--- src/rtl/irq_ctrl_pkg.sv ---
package irq_ctrl_pkg;
  localparam int REG_DW = 32;
  localparam int HALF_DW = REG_DW / 2;

  typedef enum logic [1:0] {
    RADDR_ENABLE = 2'd0,
    RADDR_STATUS = 2'd1,
    RADDR_CLEAR  = 2'd2,
    RADDR_SPARE  = 2'd3
  } reg_addr_e;
endpackage

--- src/rtl/irq_enable_jk.sv ---
module irq_enable_jk #(
  parameter int NUM_SRC = 16
) (
  input  logic               clk,
  input  logic               rst,
  input  logic               we,
  input  logic [NUM_SRC-1:0] set_bits,
  input  logic [NUM_SRC-1:0] rst_bits,
  output logic [NUM_SRC-1:0] enable
);
  // J-K flip-flop per source: J = set, K = reset
  for (genvar g = 0; g < NUM_SRC; g++) begin : g_jk
    always_ff @(posedge clk) begin
      if (rst) begin
        enable[g] <= 1'b0;
      end else if (we) begin
        enable[g] <= (set_bits[g] & ~enable[g]) | (~rst_bits[g] & enable[g]);
      end
    end
  end

  AST_EN_HOLD: assert property (@(posedge clk) disable iff (rst)
    !we |=> $stable(enable));

  AST_EN_TOGGLE: assert property (@(posedge clk) disable iff (rst)
    (we && ((set_bits & rst_bits) != '0)) |=>
      ((enable & $past(set_bits & rst_bits)) == (~$past(enable) & $past(set_bits & rst_bits))));

  AST_EN_RESET_WINS: assert property (@(posedge clk) disable iff (rst)
    (we && ((rst_bits & ~set_bits) != '0)) |=>
      ((enable & $past(rst_bits & ~set_bits)) == '0));
endmodule

--- src/rtl/irq_status_latch.sv ---
module irq_status_latch #(
  parameter int NUM_SRC = 16
) (
  input  logic               clk,
  input  logic               rst,
  input  logic [NUM_SRC-1:0] src,
  input  logic               clr_we,
  input  logic [NUM_SRC-1:0] clr_bits,
  output logic [NUM_SRC-1:0] status
);
  for (genvar g = 0; g < NUM_SRC; g++) begin : g_bit
    logic drop;
    assign drop = clr_we & clr_bits[g];
    always_ff @(posedge clk) begin
      if (rst) begin
        status[g] <= 1'b0;
      end else if (src[g]) begin
        status[g] <= 1'b1;            // new event beats a clear
      end else if (drop) begin
        status[g] <= 1'b0;
      end
    end
  end

  AST_ST_STICKY: assert property (@(posedge clk) disable iff (rst)
    !clr_we |=> ((status & $past(status)) == $past(status)));

  AST_ST_EVENT_WINS: assert property (@(posedge clk) disable iff (rst)
    (src != '0) |=> ((status & $past(src)) == $past(src)));

  AST_ST_CLEARED: assert property (@(posedge clk) disable iff (rst)
    clr_we |=> ((status & $past(clr_bits & ~src)) == '0));
endmodule

--- src/rtl/irq_reg_port.sv ---
module irq_reg_port
  import irq_ctrl_pkg::*;
#(
  parameter int NUM_SRC = 16
) (
  input  logic               clk,
  input  logic               rst,
  input  logic               wr_en,
  input  logic [1:0]         wr_addr,
  input  logic               rd_en,
  input  logic [1:0]         rd_addr,
  input  logic [NUM_SRC-1:0] enable,
  input  logic [NUM_SRC-1:0] status,
  output logic               en_we,
  output logic               clr_we,
  output logic [REG_DW-1:0]  rd_data
);
  localparam int PAD = REG_DW - NUM_SRC;

  logic [REG_DW-1:0] rd_mux;

  assign en_we  = wr_en && (reg_addr_e'(wr_addr) == RADDR_ENABLE);
  assign clr_we = wr_en && (reg_addr_e'(wr_addr) == RADDR_CLEAR);

  always_comb begin
    unique case (reg_addr_e'(rd_addr))
      RADDR_ENABLE: rd_mux = {{PAD{1'b0}}, enable};
      RADDR_STATUS: rd_mux = {{PAD{1'b0}}, status};
      default:      rd_mux = '0;
    endcase
  end

  always_ff @(posedge clk) begin
    if (rst) begin
      rd_data <= '0;
    end else if (rd_en) begin
      rd_data <= rd_mux;
    end
  end

  AST_RD_HOLD: assert property (@(posedge clk) disable iff (rst)
    !rd_en |=> $stable(rd_data));

  AST_RD_STATUS: assert property (@(posedge clk) disable iff (rst)
    (rd_en && rd_addr == 2'd1) |=> (rd_data == {{PAD{1'b0}}, $past(status)}));

  AST_WR_DECODE: assert property (@(posedge clk) disable iff (rst)
    $onehot0({en_we, clr_we}));
endmodule

--- src/rtl/irq_ctrl_unit.sv ---
module irq_ctrl_unit
  import irq_ctrl_pkg::*;
#(
  parameter int NUM_SRC = 16
) (
  input  logic               clk,
  input  logic               rst,
  input  logic               wr_en,
  input  logic [1:0]         wr_addr,
  input  logic [31:0]        wr_data,
  input  logic               rd_en,
  input  logic [1:0]         rd_addr,
  output logic [31:0]        rd_data,
  input  logic [NUM_SRC-1:0] src_pulse,
  output logic               irq_o
);
  if (NUM_SRC < 1 || NUM_SRC > HALF_DW) begin : g_bad_cfg
    initial $error("NUM_SRC must be between 1 and %0d", HALF_DW);
  end

  logic               en_we;
  logic               clr_we;
  logic [NUM_SRC-1:0] enable;
  logic [NUM_SRC-1:0] status;

  irq_reg_port #(.NUM_SRC(NUM_SRC)) u_port (
    .clk     (clk),
    .rst     (rst),
    .wr_en   (wr_en),
    .wr_addr (wr_addr),
    .rd_en   (rd_en),
    .rd_addr (rd_addr),
    .enable  (enable),
    .status  (status),
    .en_we   (en_we),
    .clr_we  (clr_we),
    .rd_data (rd_data)
  );

  irq_enable_jk #(.NUM_SRC(NUM_SRC)) u_enable (
    .clk      (clk),
    .rst      (rst),
    .we       (en_we),
    .set_bits (wr_data[NUM_SRC-1:0]),
    .rst_bits (wr_data[HALF_DW +: NUM_SRC]),
    .enable   (enable)
  );

  irq_status_latch #(.NUM_SRC(NUM_SRC)) u_status (
    .clk      (clk),
    .rst      (rst),
    .src      (src_pulse),
    .clr_we   (clr_we),
    .clr_bits (wr_data[NUM_SRC-1:0]),
    .status   (status)
  );

  always_ff @(posedge clk) begin
    if (rst) begin
      irq_o <= 1'b0;
    end else begin
      irq_o <= |(status & enable);
    end
  end

  AST_IRQ_FOLLOWS: assert property (@(posedge clk) disable iff (rst)
    ((status & enable) == '0) |=> !irq_o);

  AST_IRQ_RAISE: assert property (@(posedge clk) disable iff (rst)
    ((status & enable) != '0) |=> irq_o);
endmodule

--- config.mk ---
export PLATFORM = sky130hd
export DESIGN_NAME = irq_ctrl_unit
export DESIGN_NICKNAME = d
export VERILOG_FILES = /design/src/rtl/irq_ctrl_pkg.sv /design/src/rtl/irq_enable_jk.sv /design/src/rtl/irq_status_latch.sv /design/src/rtl/irq_reg_port.sv /design/src/rtl/irq_ctrl_unit.sv
export SDC_FILE = /design/constraint.sdc
export NUM_CORES = 1
export LEC_CHECK = 0
export CORE_ASPECT_RATIO = 0.5
export CORE_MARGIN = 1
export CORE_UTILIZATION = 46
export CTS_CLUSTER_SIZE = 12
export DETAILED_ROUTE_END_ITERATION = 10
export GPL_ROUTABILITY_DRIVEN = 1
export GPL_TIMING_DRIVEN = 1
export HOLD_SLACK_MARGIN = 0.1
export PLACE_DENSITY_LB_ADDON = 0.08
export SYNTH_ARGS = -nofsm -noshare
export SYNTH_HDL_FRONTEND = slang
export SYNTH_SLANG_ARGS = --single-unit
--- constraint.sdc ---
create_clock -name clk -period 2.5 [get_ports clk]
set_input_delay 0.75 -clock clk [delete_from_list [all_inputs] [get_ports clk]]
set_output_delay 0.75 -clock clk [all_outputs]
set_load 0.01 [all_outputs]
==> impl_metrics.json <==
{
  "drt-initial-drc-count": 74,
  "postLayoutCoreUtil_pct": 67.2,
  "start_util_pct": 49.4,
  "dp_hpwl_um": 3760,
  "insertion_delay_ps": 300,
  "finalWirelength_um": 5300,
  "ys_ff_latch": 49,
  "clock_path_buffers": 2,
  "route.met3.wl_um": 347,
  "synthTopCellsByArea": "dfxtp_1 (44%), a21oi_1 (11%), a311oi_2 (9.4%), mux2_2 (8.1%), buf_4 (6.4%)",
  "r2r_setup_slack_ps": 1250,
  "fp.dieW_um": 101,
  "synth_top_area_share_pct": 43.9,
  "track_usage_pct": 22.1,
  "yosysMostFrequentCell": "dfxtp_1",
  "htree_levels": 2,
  "viasPerCell": 5.04,
  "cp_max_fo": 2,
  "layout_setup_ws_ps": 513,
  "finalSetupViolCount": 0,
  "p_leak_nw": 1.11,
  "cp_cell_sequence": "clkdlybuf4s50_1",
  "grt_max_degree": 50,
  "synthDistinctLibCells": 21,
  "skew_ps": 7.81,
  "fin_nets": 363,
  "dp_slack_ps": 317,
  "antenna_found_initial": 0,
  "drtAntennaViolNets": 0,
  "min_path_type": "reg -> reg",
  "critPathArrivalTime_ps": 1240,
  "ys_top_cells_by_count": "dfxtp_1 (49), a21oi_1 (48), nor2_1 (32)",
  "met2_length_um": 2280,
  "ys_seq_area_share_pct": 43.9,
  "cts_resized": 0,
  "max_freq_mhz": 503,
  "die-area_mm2": 0.00516,
  "synth-async-reset-ratio_pct": 0,
  "ir_worst_vdd_v": 0.000459,
  "clock_sinks": 49,
  "avgSynthCellArea_um2": 9.39,
  "critPathLaunch": "u_port.rd_data[8]",
  "clk_pin_slew_ps": 90,
  "netlist_area_mm2": 0.00224,
  "rows": 17,
  "antenna_cells": 0,
  "synth_edf_count": 0,
  "holdPathEnd": "u_status.status[8]",
  "yosysTopAreaCell": "dfxtp_1",
  "timing.rr.end": "irq_o",
  "wl_per_cell_um": 14.2,
  "vias": 1881,
  "start_kind": "register",
  "period_share_pct": 79.5,
  "crit_buf_inv": 1,
  "drtPass1Iterations": 4,
  "grt_pass1_vias": 1843,
  "tritoncts": "yes",
  "ios": 89,
  "grt_pass1_wl_um": 8600,
  "r2r_cells": 4,
  "core-area_mm2": 0.00453,
  "top_layer_used": "met4",
  "power_density_mw_per_mm2": 539,
  "post-cts-setup-buffers": 0,
  "max_slew_margin_pct": 61.4,
  "grt.overflow.total": 0,
  "drc": 0,
  "synth-main-ff-cell": "dfxtp_1",
  "status": "finished, final reports clean",
  "cts_hold_buf": 0,
  "drive_above_1_share_pct": 14.7,
  "gp_congestion": 0.772,
  "synthCells": 238,
  "wl_met1_um": 2630,
  "tightest_slew_ps": 580,
  "dp.cells": 366,
  "period_minus_slack_ps": 1990,
  "crit_family": "buffers and inverters",
  "p_total_mw": 1.64,
  "finalHoldViolations": 0,
  "die_y_um": 51.3,
  "crit_path_top_delay_cell": "clkdlybuf4s50_1",
  "grt_setup_unrepaired": "false",
  "final_max_slew_viol_count": 0,
  "yosys_warnings": 0,
  "drv_cap": 0,
  "holdPathStages": 2,
  "min_from": "u_status.status[8]",
  "area_growth_pct": 36.1,
  "root_buffer": "clkbuf_8",
  "r2r-start": "u_enable.enable[0]",
  "portBuffers": 72,
  "cp_slowest_stage_delay_ps": 590,
  "stdcell_count": 373,
  "criticalPathCategory": "reg -> out",
  "cts_made_buffers": 5,
  "fin_setup_tns_ps": 0,
  "critical_path.endpoint_type": "output port",
  "cp.required_ps": 1750
}
[power by group]
part / internal [mW] / total, mW / switching (mW)
clock: 0.291 / 0.542 / 0.251
combinational: 0.147 / 0.253 / 0.106
sequential: 0.816 / 0.846 / 0.0297
total: 1.25 / 1.64 / 0.388
[stage by stage]
step	hold WS [ps]	cell area, um2
after floorplan	467	2290
after global placement	498	2940
after detailed placement	506	2940
after CTS	527	3040
after global routing	555	3040
final	526	3040
[kinds of logic (layout without fill, tap and decap cells)]
family / Yosys count / after routing / share of synthesized area (%)
muxes: 16 / 16 / 8.06
AOI/OAI and AO/OA: 73 / 73 / 24.2
DFF: 49 / 49 / 43.9
buffers and inverters: 31 / 85 / 9.35
other: 1 / 16 / 0.168
and+or+nand+nor: 68 / 68 / 14.3
[layout by cell type, fill, tap and decap left out, drive strengths merged]
master | synthesis | routed
clkdlybuf4s50 | 0 | 71
dfxtp | 49 | 49
a21oi | 48 | 48
nor2 | 32 | 32
nor2b | 17 | 17
mux2 | 16 | 16
nand2 | 16 | 16
conb | 1 | 16
a311oi | 16 | 16
buf | 24 | 7
clkbuf | 7 | 5
a22o | 3 | 3
a221oi | 3 | 3
a22oi | 2 | 2
and3b | 1 | 1
nor3b | 1 | 1
and3 | 1 | 1
a31oi | 1 | 1
bufinv | 0 | 1
clkinv | 0 | 1
[registers in the layout, indices dropped and copies added, names as in the netlist]
signal           cells
irq_o                1
u_status.status     16
u_enable.enable     16
u_port.rd_data      16
[worst max path at each step]
stage / end / depth (start not counted) / slack, ps
2_1_floorplan: u_port.rd_data[0] / 5 / 790
6_report: rd_data[8] / 1 / 510
3_3_place_gp: u_port.rd_data[1] / 5 / 350
5_1_grt: rd_data[7] / 1 / 450
4_1_cts: rd_data[8] / 1 / 500
3_5_place_dp: u_port.rd_data[3] / 5 / 320
[layout make-up]
class                      instances  area (um2)
clock buffer                       5        68.8
clock inverter                     2        35.0
fill                             376        1490
multi-input combinational        173        1100
sequential                        49         981
tap                               66        82.6
timing repair buffer              78         773
[per-layer routing]
layer,global-route usage (%),vias to the layer above
met4,5.80,0
met2,36.1,61
met1,28.5,866
li1,-,946
met3,7.11,8
met5,0,-
(Power assumes the default switching activity.)
